--- src/rtl/gfs_pkg.sv ---
package gfs_pkg;
  localparam int EV_PVDD_UV = 0;
  localparam int EV_DVDD_UV = 1;
  localparam int EV_GVDD_UV = 2;
  localparam int EV_GVDD_OV = 3;
  localparam int EV_OT_WARN = 4;
  localparam int EV_OT_SHUT = 5;
  localparam int EV_OC_WARN = 6;
  localparam int NUM_EV     = 7;

  localparam int ST_PVDD_UV = 0;
  localparam int ST_GVDD_UV = 1;
  localparam int ST_GVDD_OV = 2;
  localparam int ST_OT_WARN = 3;
  localparam int ST_OT_SHUT = 4;
  localparam int ST_OC_WARN = 5;
  localparam int ST_W       = 6;

  typedef enum logic [1:0] {
    WM_BOTH  = 2'b00,
    WM_OT    = 2'b01,
    WM_OC    = 2'b10,
    WM_BOTHX = 2'b11
  } warn_mode_e;
endpackage

--- src/rtl/gfs_filter.sv ---
module gfs_filter #(
  parameter int SYNC_STAGES = 2,
  parameter int FILT_LEN    = 4
) (
  input  logic clk,
  input  logic rst_n,
  input  logic raw_i,
  output logic filt_o
);
  localparam int CW = (FILT_LEN > 2) ? $clog2(FILT_LEN) : 1;
  localparam logic [CW-1:0] CNT_LAST = CW'(FILT_LEN - 1);

  logic [SYNC_STAGES-1:0] sh_q;
  logic                   smp;
  logic [CW-1:0]          cnt_q;
  logic                   filt_q;

  always_ff @(posedge clk or negedge rst_n) begin
    if (!rst_n) sh_q <= '0;
    else        sh_q <= {sh_q[SYNC_STAGES-2:0], raw_i};
  end

  assign smp = sh_q[SYNC_STAGES-1];

  always_ff @(posedge clk or negedge rst_n) begin
    if (!rst_n) begin
      cnt_q  <= '0;
      filt_q <= 1'b0;
    end else if (smp == filt_q) begin
      cnt_q <= '0;
    end else if (cnt_q == CNT_LAST) begin
      filt_q <= smp;
      cnt_q  <= '0;
    end else begin
      cnt_q <= cnt_q + 1'b1;
    end
  end

  assign filt_o = filt_q;

  AST_FILT_QUALIFIED: assert property (@(posedge clk) disable iff (!rst_n)
    !$stable(filt_q) |-> ($past(cnt_q) == CNT_LAST));
endmodule

--- src/rtl/gfs_latch_ctl.sv ---
module gfs_latch_ctl #(
  parameter int SYNC_STAGES = 2
) (
  input  logic clk,
  input  logic rst_n,
  input  logic en_pin_i,
  input  logic spi_rst_i,
  input  logic ov_f_i,
  input  logic ot_f_i,
  input  logic uv_any_i,
  output logic ov_lat_o,
  output logic ot_lat_o,
  output logic gate_en_o,
  output logic cp_en_o,
  output logic fault_n_o
);
  logic [SYNC_STAGES-1:0] en_sh_q;
  logic en_s, en_q, armed_q;
  logic rise, fall, rst_evt, clr_ok;
  logic ov_lat_q, ot_lat_q, started_q, gate_int;

  always_ff @(posedge clk or negedge rst_n) begin
    if (!rst_n) begin
      en_sh_q <= '0;
      en_q    <= 1'b0;
    end else begin
      en_sh_q <= {en_sh_q[SYNC_STAGES-2:0], en_pin_i};
      en_q    <= en_s;
    end
  end

  assign en_s    = en_sh_q[SYNC_STAGES-1];
  assign rise    = en_s & ~en_q;
  assign fall    = ~en_s & en_q;
  assign rst_evt = (rise & armed_q) | spi_rst_i;
  assign clr_ok  = rst_evt & ~ov_f_i & ~ot_f_i;

  always_ff @(posedge clk or negedge rst_n) begin
    if (!rst_n)    armed_q <= 1'b0;
    else if (fall) armed_q <= 1'b1;
    else if (rise) armed_q <= 1'b0;
  end

  always_ff @(posedge clk or negedge rst_n) begin
    if (!rst_n) begin
      ov_lat_q <= 1'b0;
      ot_lat_q <= 1'b0;
    end else begin
      if (ov_f_i)      ov_lat_q <= 1'b1;
      else if (clr_ok) ov_lat_q <= 1'b0;
      if (ot_f_i)      ot_lat_q <= 1'b1;
      else if (clr_ok) ot_lat_q <= 1'b0;
    end
  end

  assign gate_int = en_s & ~uv_any_i & ~ov_lat_q & ~ot_lat_q;

  always_ff @(posedge clk or negedge rst_n) begin
    if (!rst_n)        started_q <= 1'b0;
    else if (gate_int) started_q <= 1'b1;
  end

  assign ov_lat_o  = ov_lat_q;
  assign ot_lat_o  = ot_lat_q;
  assign gate_en_o = gate_int;
  assign cp_en_o   = ~ov_lat_q & ~ot_lat_q;
  assign fault_n_o = started_q & ~uv_any_i & ~ov_lat_q & ~ot_lat_q;

  AST_OV_STICKY: assert property (@(posedge clk) disable iff (!rst_n)
    (ov_lat_q && !spi_rst_i && !rise) |=> ov_lat_q);
  AST_OT_CP_OFF: assert property (@(posedge clk) disable iff (!rst_n)
    ot_lat_q |-> (!cp_en_o && !fault_n_o && !gate_en_o));
  AST_OT_RELEASE_CAUSE: assert property (@(posedge clk) disable iff (!rst_n)
    $fell(ot_lat_q) |-> $past(spi_rst_i || (en_s && !en_q)));
  AST_CLR_BLOCKED: assert property (@(posedge clk) disable iff (!rst_n)
    (ot_f_i || ov_f_i) |=> (ot_lat_q || ov_lat_q));
  AST_UV_HIZ: assert property (@(posedge clk) disable iff (!rst_n)
    uv_any_i |-> (!gate_en_o && !fault_n_o));
  AST_STARTUP_HOLD: assert property (@(posedge clk) disable iff (!rst_n)
    !started_q |-> !fault_n_o);
endmodule

--- src/rtl/gfs_status.sv ---
module gfs_status
  import gfs_pkg::*;
(
  input  logic            clk,
  input  logic            rst_n,
  input  logic            rd_i,
  input  logic            dvdd_f_i,
  input  logic [ST_W-1:0] set_i,
  input  logic [ST_W-1:0] hold_i,
  output logic [ST_W-1:0] status_o
);
  logic            dvdd_q;
  logic            wipe;
  logic [ST_W-1:0] st_q, st_d;

  always_ff @(posedge clk or negedge rst_n) begin
    if (!rst_n) dvdd_q <= 1'b0;
    else        dvdd_q <= dvdd_f_i;
  end

  assign wipe = dvdd_q & ~dvdd_f_i;

  always_comb begin
    if (wipe) st_d = '0;
    else      st_d = (rd_i ? '0 : st_q) | set_i | hold_i;
  end

  always_ff @(posedge clk or negedge rst_n) begin
    if (!rst_n) st_q <= '0;
    else        st_q <= st_d;
  end

  assign status_o = st_q;

  AST_WIPE_ON_RECOVER: assert property (@(posedge clk) disable iff (!rst_n)
    (dvdd_q && !dvdd_f_i) |=> (status_o == '0));
  AST_STICKY_BITS: assert property (@(posedge clk) disable iff (!rst_n)
    (!wipe && !rd_i) |=> ((status_o & $past(status_o)) == $past(status_o)));
  AST_LATCH_HOLDS_BIT: assert property (@(posedge clk) disable iff (!rst_n)
    (!wipe && hold_i != '0) |=> ((status_o & $past(hold_i)) == $past(hold_i)));
endmodule

--- src/rtl/gfs_supervisor.sv ---
module gfs_supervisor
  import gfs_pkg::*;
#(
  parameter int SYNC_STAGES = 2,
  parameter int FILT_LEN    = 4
) (
  input  logic            clk,
  input  logic            rst_n,
  input  logic            pvdd_uv_i,
  input  logic            dvdd_uv_i,
  input  logic            gvdd_uv_i,
  input  logic            gvdd_ov_i,
  input  logic            ot_warn_i,
  input  logic            ot_shut_i,
  input  logic            oc_warn_i,
  input  logic            en_pin_i,
  input  logic            spi_gate_rst_i,
  input  logic [1:0]      warn_sel_i,
  input  logic            stat_rd_i,
  output logic            fault_n_o,
  output logic            warn_n_o,
  output logic            gate_en_o,
  output logic            cp_en_o,
  output logic [ST_W-1:0] status_o
);
  logic [NUM_EV-1:0] raw, flt;
  logic              uv_any, ov_lat, ot_lat;
  logic              show_ot, show_oc;
  logic [ST_W-1:0]   st_set, st_hold;
  warn_mode_e        mode;

  always_comb begin
    raw             = '0;
    raw[EV_PVDD_UV] = pvdd_uv_i;
    raw[EV_DVDD_UV] = dvdd_uv_i;
    raw[EV_GVDD_UV] = gvdd_uv_i;
    raw[EV_GVDD_OV] = gvdd_ov_i;
    raw[EV_OT_WARN] = ot_warn_i;
    raw[EV_OT_SHUT] = ot_shut_i;
    raw[EV_OC_WARN] = oc_warn_i;
  end

  for (genvar g = 0; g < NUM_EV; g++) begin : g_flt
    gfs_filter #(.SYNC_STAGES(SYNC_STAGES), .FILT_LEN(FILT_LEN)) u_flt (
      .clk   (clk),
      .rst_n (rst_n),
      .raw_i (raw[g]),
      .filt_o(flt[g])
    );
  end

  assign uv_any = flt[EV_PVDD_UV] | flt[EV_DVDD_UV] | flt[EV_GVDD_UV];

  gfs_latch_ctl #(.SYNC_STAGES(SYNC_STAGES)) u_ctl (
    .clk      (clk),
    .rst_n    (rst_n),
    .en_pin_i (en_pin_i),
    .spi_rst_i(spi_gate_rst_i),
    .ov_f_i   (flt[EV_GVDD_OV]),
    .ot_f_i   (flt[EV_OT_SHUT]),
    .uv_any_i (uv_any),
    .ov_lat_o (ov_lat),
    .ot_lat_o (ot_lat),
    .gate_en_o(gate_en_o),
    .cp_en_o  (cp_en_o),
    .fault_n_o(fault_n_o)
  );

  always_comb begin
    st_set             = '0;
    st_set[ST_PVDD_UV] = flt[EV_PVDD_UV];
    st_set[ST_GVDD_UV] = flt[EV_GVDD_UV];
    st_set[ST_GVDD_OV] = flt[EV_GVDD_OV];
    st_set[ST_OT_WARN] = flt[EV_OT_WARN];
    st_set[ST_OT_SHUT] = flt[EV_OT_SHUT];
    st_set[ST_OC_WARN] = flt[EV_OC_WARN];
    st_hold             = '0;
    st_hold[ST_GVDD_OV] = ov_lat;
    st_hold[ST_OT_SHUT] = ot_lat;
  end

  gfs_status u_st (
    .clk     (clk),
    .rst_n   (rst_n),
    .rd_i    (stat_rd_i),
    .dvdd_f_i(flt[EV_DVDD_UV]),
    .set_i   (st_set),
    .hold_i  (st_hold),
    .status_o(status_o)
  );

  assign mode     = warn_mode_e'(warn_sel_i);
  assign show_ot  = (mode != WM_OC);
  assign show_oc  = (mode != WM_OT);
  assign warn_n_o = ~((show_ot & flt[EV_OT_WARN]) | (show_oc & flt[EV_OC_WARN]));

  AST_WARN_OT_ONLY: assert property (@(posedge clk) disable iff (!rst_n)
    (mode == WM_OT && !flt[EV_OT_WARN]) |-> warn_n_o);
  AST_WARN_NO_SHUTDOWN: assert property (@(posedge clk) disable iff (!rst_n)
    (flt[EV_OT_WARN] && !uv_any && !ov_lat && !ot_lat) |-> cp_en_o);
endmodule

--- config.mk ---
export PLATFORM = sky130hd
export DESIGN_NAME = gfs_supervisor
export DESIGN_NICKNAME = d
export VERILOG_FILES = /design/src/rtl/gfs_pkg.sv /design/src/rtl/gfs_filter.sv /design/src/rtl/gfs_latch_ctl.sv /design/src/rtl/gfs_status.sv /design/src/rtl/gfs_supervisor.sv
export SDC_FILE = /design/constraint.sdc
export NUM_CORES = 1
export LEC_CHECK = 0
export BUFFER_PORTS_ARGS = -buffer_cell sky130_fd_sc_hd__buf_4
export CORE_MARGIN = 4
export CORE_UTILIZATION = 55
export CTS_CLUSTER_DIAMETER = 80
export DETAILED_ROUTE_END_ITERATION = 8
export HOLD_SLACK_MARGIN = 0.15
export PLACE_DENSITY = 0.77
export SETUP_SLACK_MARGIN = 0.2
export SYNTH_ARGS = -nofsm -noshare
export SYNTH_HDL_FRONTEND = slang
export SYNTH_SLANG_ARGS = --single-unit
export TNS_END_PERCENT = 1
--- constraint.sdc ---
create_clock -name clk -period 1.4 [get_ports clk]
set_input_delay 0.14 -clock clk [delete_from_list [all_inputs] [get_ports clk]]
set_output_delay 0.14 -clock clk [all_outputs]
set_load 0.005 [all_outputs]
# Word level (Yosys, flattened, before mapping)
# Cells that the tools add are included.
word_totals:
  input_bits: 14
  mem_bits_ro: 0
  word_cells: 120
  latchBits: 0
  n_memories: 0
  ramBits: 0
  register_bits: 49
classes:
  bitwise: 37
  mul: 0
  reduce_logical: 10
  n_lt_le_gt_ge: 0
  addsub: 7
  n_eq_ne: 16
  n_div: 0
  shifts: 0
  mux: 21
ops:
  columns: ["cell", "n"]
  rows:
  - ["$mux 2", 14]
  - ["$not 1->1", 16]
  - ["$and 1x1->1", 15]
  - ["$add 2x1->2 const B", 7]
  - ["$eq 2x2->1 const B", 7]
  - ["$reduce_and 2->1", 7]
  - ["$mux 6", 2]
  - ["$eq 1x1->1", 7]
  - ["$or 6x5->6", 1]
  - ["$or 6x6->6", 1]
  - ["$reduce_bool 2->1", 3]
  - ["$mux 1", 5]
  - ["$or 1x1->1", 4]
  - ["$ne 2x1->1 const B", 1]
  - ["$ne 2x2->1 const B", 1]

# Logic depth before layout (Yosys ltp)
logic_depth:
  ltp_word: 8
  mapped_depth: 5
  depth_no_buf: 5

# By module
# From an unflattened synthesis, not the netlist that was laid out.
hier_totals:
  hier_cells: 126
  area_unflattened_um2: 1816.7
modules_own_cells:
  columns: ["module", "instances", "area_each_um2", "seq_area_each_um2", "cells_per_inst"]
  rows:
  - ["gfs_filter", 7, 173.9, 125.1, 10]
  - ["gfs_latch_ctl", 1, 291.5, 175.2, 24]
  - ["gfs_status", 1, 274.0, 175.2, 26]
  - ["gfs_supervisor", 1, 33.8, 0.0, 6]

# Least setup slack after synthesis
# No wires, ideal clock.
synth_path:
  path_type: "flip-flop to output port"
  from: "register g_flt[2].u_flt.filt_q"
  to: "output fault_n_o"
  arrival_time_ns: 1.167
  setup_slack_ns: 0.093
  t_required_ns: 1.260
  path_stages_with_launch: 3
  n_path_buf: 0
  path_cell_list: "dfrtp_1 > or4_4 > nor3b_1"
synth_via:
  elab_chain_cells: 5
synth_rtl:
  columns: ["element", "line_no", "source"]
  rows:
  - ["start: declaration", "gfs_filter.sv:16", "logic filt_q;"]
  - ["start signal: assignment", "gfs_filter.sv:32", "filt_q <= smp;"]
  - ["$or 1x1->1", "gfs_supervisor.sv:52", "assign uv_any = flt[EV_PVDD_UV] | flt[EV_DVDD_UV] | flt[EV_GVDD_UV];"]
  - ["$not 1->1", "gfs_latch_ctl.sv:67", "assign fault_n_o = started_q & ~uv_any_i & ~ov_lat_q & ~ot_lat_q;"]
  - ["$and 1x1->1 (3 in series)", "gfs_latch_ctl.sv:67", null]
  - ["end: declaration", "gfs_supervisor.sv:20", "output logic fault_n_o,"]
# Every way passes these cells.

# Worst setup path after layout
layout_path:
  from: "register g_flt[1].u_flt.filt_q"
  to: "output fault_n_o"
layout_via:
  elab_chain_cells: 6
layout_rtl:
  columns: ["element", "line_no"]
  rows:
  - ["start: declaration", "gfs_filter.sv:16"]
  - ["start signal: assignment", "gfs_filter.sv:32"]
  - ["$or 1x1->1 (2 in series)", "gfs_supervisor.sv:52"]
  - ["$not 1->1", "gfs_latch_ctl.sv:67"]
  - ["$and 1x1->1 (3 in series)", "gfs_latch_ctl.sv:67"]
# Every way passes these cells.

==> run_results.csv <==
group,metric,value,unit
status,outcome,"finished, violations left",
status,violations,"negative setup slack",
final_layout,layout_common_cells,"48 x dfrtp_1, 26 x buf_4, 11 x dlygate4sd3_1",
route,vias,1015,
floorplan,die-area,4130,µm²
placement,io_buffers,23,
critical_path,crit_path_end,"fault_n_o",
power,powerDensity,1800,nW/µm²
power,combPwrFrac,30.6,%
synth,ys_seq_area_share,70.5,%
final_layout,nNetsFinal,186,
critical_path,ff2ff_setup_slack,150,ps
global_route,antenna_found_initial,0,
final_layout,drive_gt1_share,31.3,%
critical_path,worst_setup_path_end_kind,"output pin",
floorplan,core_area,3030,µm²
critical_path,rr_startpoint,"g_flt[1].u_flt.filt_o$_DFFE_PN0P_",
route,ant_nets,0,
synth,synthCells,117,
power,p_leak,1.05,nW
route,routed_via_density,4.90,
power,p_sw,1.20,mW
floorplan,initial_utilization,57.5,%
floorplan,row_count,20,
floorplan,die_h,64.3,µm
synth,synthDominantCellAreaShare,70.5,%
critical_path,cp.required,1260,ps
route,drt_wl_total,2800,µm
critical_path,crit_type,"flop to output pin",
global_route,track_usage,15.6,%
power,vdd_ir_drop_max,0.000965,V
critical_path,reg2reg_to,"u_ctl.started_q$_DFFE_PN0P_",
global_route,grt_max_degree,50,
synth,ys_seq_elements,49,
power,swShare,30.0,%
route,dr.pass1.iters,4,
sta,rsz0062_at_grt,"true",
placement,pre_cts_slack,43.2,ps
job,maxCapViolCount,0,
sta,min_period,1750,ps
synth,yosysWarnings,0,
floorplan,io_pins,24,
synth,synth-edff-count,0,
route,drc,0,
critical_path,crit_arrival,1610,ps
sta,slew_headroom,61.2,%
synth,syn-mean-instance-area,14.9,µm²
final_layout,diodes,0,
critical_path,startpoint_type,"flop",
synth,ys_types,21,
critical_path,r2r_cells,3,
synth,synth_nets,140,
route,first_iter_violations,30,
critical_path,startpoint,"g_flt[1].u_flt.filt_o$_DFFE_PN0P_",
global_route,grt_pass1_wl,4770,µm
cts,clk_pin_slew,120,ps
cts,cts_tree,"yes",
final_layout,final_common_cell,"dfrtp_1",
final_layout,syn_to_final_growth,27.8,%
hold_path,worstHoldPathType,"input port to asynchronous set/reset pin",
cts,numClockSinks,49,
sta,worst_slack,-345,ps
sta,tightest_slew,582,ps
cts,cts_root_buffer,"clkbuf_4",
synth,synth_area_leaders,"dfrtp_1 70%, ha_1 6.5%, mux2_2 3.9%",
placement,place_hpwl,1910,µm
cts,cts_buffers,5,
cts,cts_max_level,2,
sta,report.final.slew_viol_count,0,
sta,fin_crit_sh,125,%
synth,async_reset_ff_share,100,%
sta,hold_viol,0,
critical_path,cp_max_fo,2,
floorplan,die_x,64.3,µm
cts,cts_max_path_buffers,2,
power,p_seq_share,53.6,%
synth,netlist_area,1740,µm²
global_route,grt_remaining_overflow,0,
power,power,4.00,mW
sta,setup_viol,2,
synth,netlist.top_cell.by_area,"dfrtp_1",
global_route,grt_pass1_vias,1150,
cts,clock_latency,360,ps
synth,synth-main-ff-cell,"dfrtp_1",
power,p_int,2.80,mW
placement,gp_congestion,0.741,
final_layout,finish.utilization,73.5,%
sta,fin_skew,4.79,ps
power,clkPwrFrac,15.9,%
sta,max_freq,573,MHz
route,wl_per_cell,13.5,µm
[registers in the layout, summed over array words and instances (netlist names), 2 cells and up]
name                flops
g_flt.u_flt.filt_o      7
u_st.status_o           6
u_ctl.en_sh_q           2
g_flt.u_flt.sh_q       14
g_flt.u_flt.cnt_q      14
[area by class of cell]
class	count	area, µm²
Inverter	3	11.3
Timing Repair Buffer	39	328
Sequential cell	49	1230
Clock buffer	7	55.1
Tap cell	44	55.1
Fill cell	192	803
Multi-Input combinational cell	65	548
[per-stage QoR]
step / instance area [µm²] / TNS [ps] / hold slack [ps] / instances
floorplan: 1750 / 0 / -156 / 117
global placement: 2000 / 0 / 173 / 187
detailed placement: 2000 / 0 / 182 / 187
CTS: 2180 / -698 / 322 / 206
global route: 2220 / -810 / 348 / 207
finish: 2220 / -657 / 317 / 207
[worst max-delay path, stage by stage, from the launching register on]
cell and delay (ps):
dfrtp_1 400, or4_4 560, nor3b_2 160, buf_4 130
[power groups by stage]
stage / combinational, mW / sequential (mW) / clock (mW)
global route: 1.37 / 2.20 / 0.730
detailed placement: 1.08 / 2.16 / 0
floorplan: 0.617 / 2.11 / 0
global placement: 1.00 / 2.13 / 0
finish: 1.22 / 2.14 / 0.635
CTS: 1.15 / 2.13 / 0.657
[cell usage after synthesis, drive strengths merged, types with 4 or more instances]
cell type  number
dfrtp          49
nor2b           5
xnor2           4
mux2            8
nor3            5
nor2            8
nor3b           4
ha              9
a21oi           6
[logic make-up after synthesis]
logic type / synth area share [%]
xor gates and xnor gates: 3.52
adders and majority gates: 6.47
DFF: 70.5
AOI/OAI and AO/OA: 3.59
buffers and inverters: 0.647
and+or+nand+nor: 10.1
muxes: 5.18
[what timing repair did]
item | in CTS | in global routing
setup endpoints to repair | 5 | 6
gates cloned | 0 | 0
gates resized for setup | 3 | 8
hold buffers | 11 | 0
buffers inserted | 1 | 1
pin swaps | 4 | 4
hold endpoints to repair | 63 | 0
[layer usage]
metal / share of wire, % / GRT usage, %
met3: 4.3 / 5.80
met1: 40 / 15.2
met5: 0 / 0
met4: 1.8 / 6.33
met2: 54 / 29.1
[how the worst min path moves through the flow]
stage                     slack (ps)                                end  cells past startpoint  startpoint
after global routing             350  g_flt[0].u_flt.cnt_q[0]$_DFF_PN0_                      2       rst_n
after floorplan                 -160  g_flt[0].u_flt.cnt_q[0]$_DFF_PN0_                      0       rst_n
final                            320  g_flt[0].u_flt.cnt_q[1]$_DFF_PN0_                      2       rst_n
after CTS                        320   g_flt[0].u_flt.sh_q[1]$_DFF_PN0_                      2       rst_n
after global placement           170  g_flt[0].u_flt.cnt_q[0]$_DFF_PN0_                      1       rst_n
after detailed placement         180   g_flt[0].u_flt.sh_q[1]$_DFF_PN0_                      1       rst_n
Power figures use the tool's default switching activity.
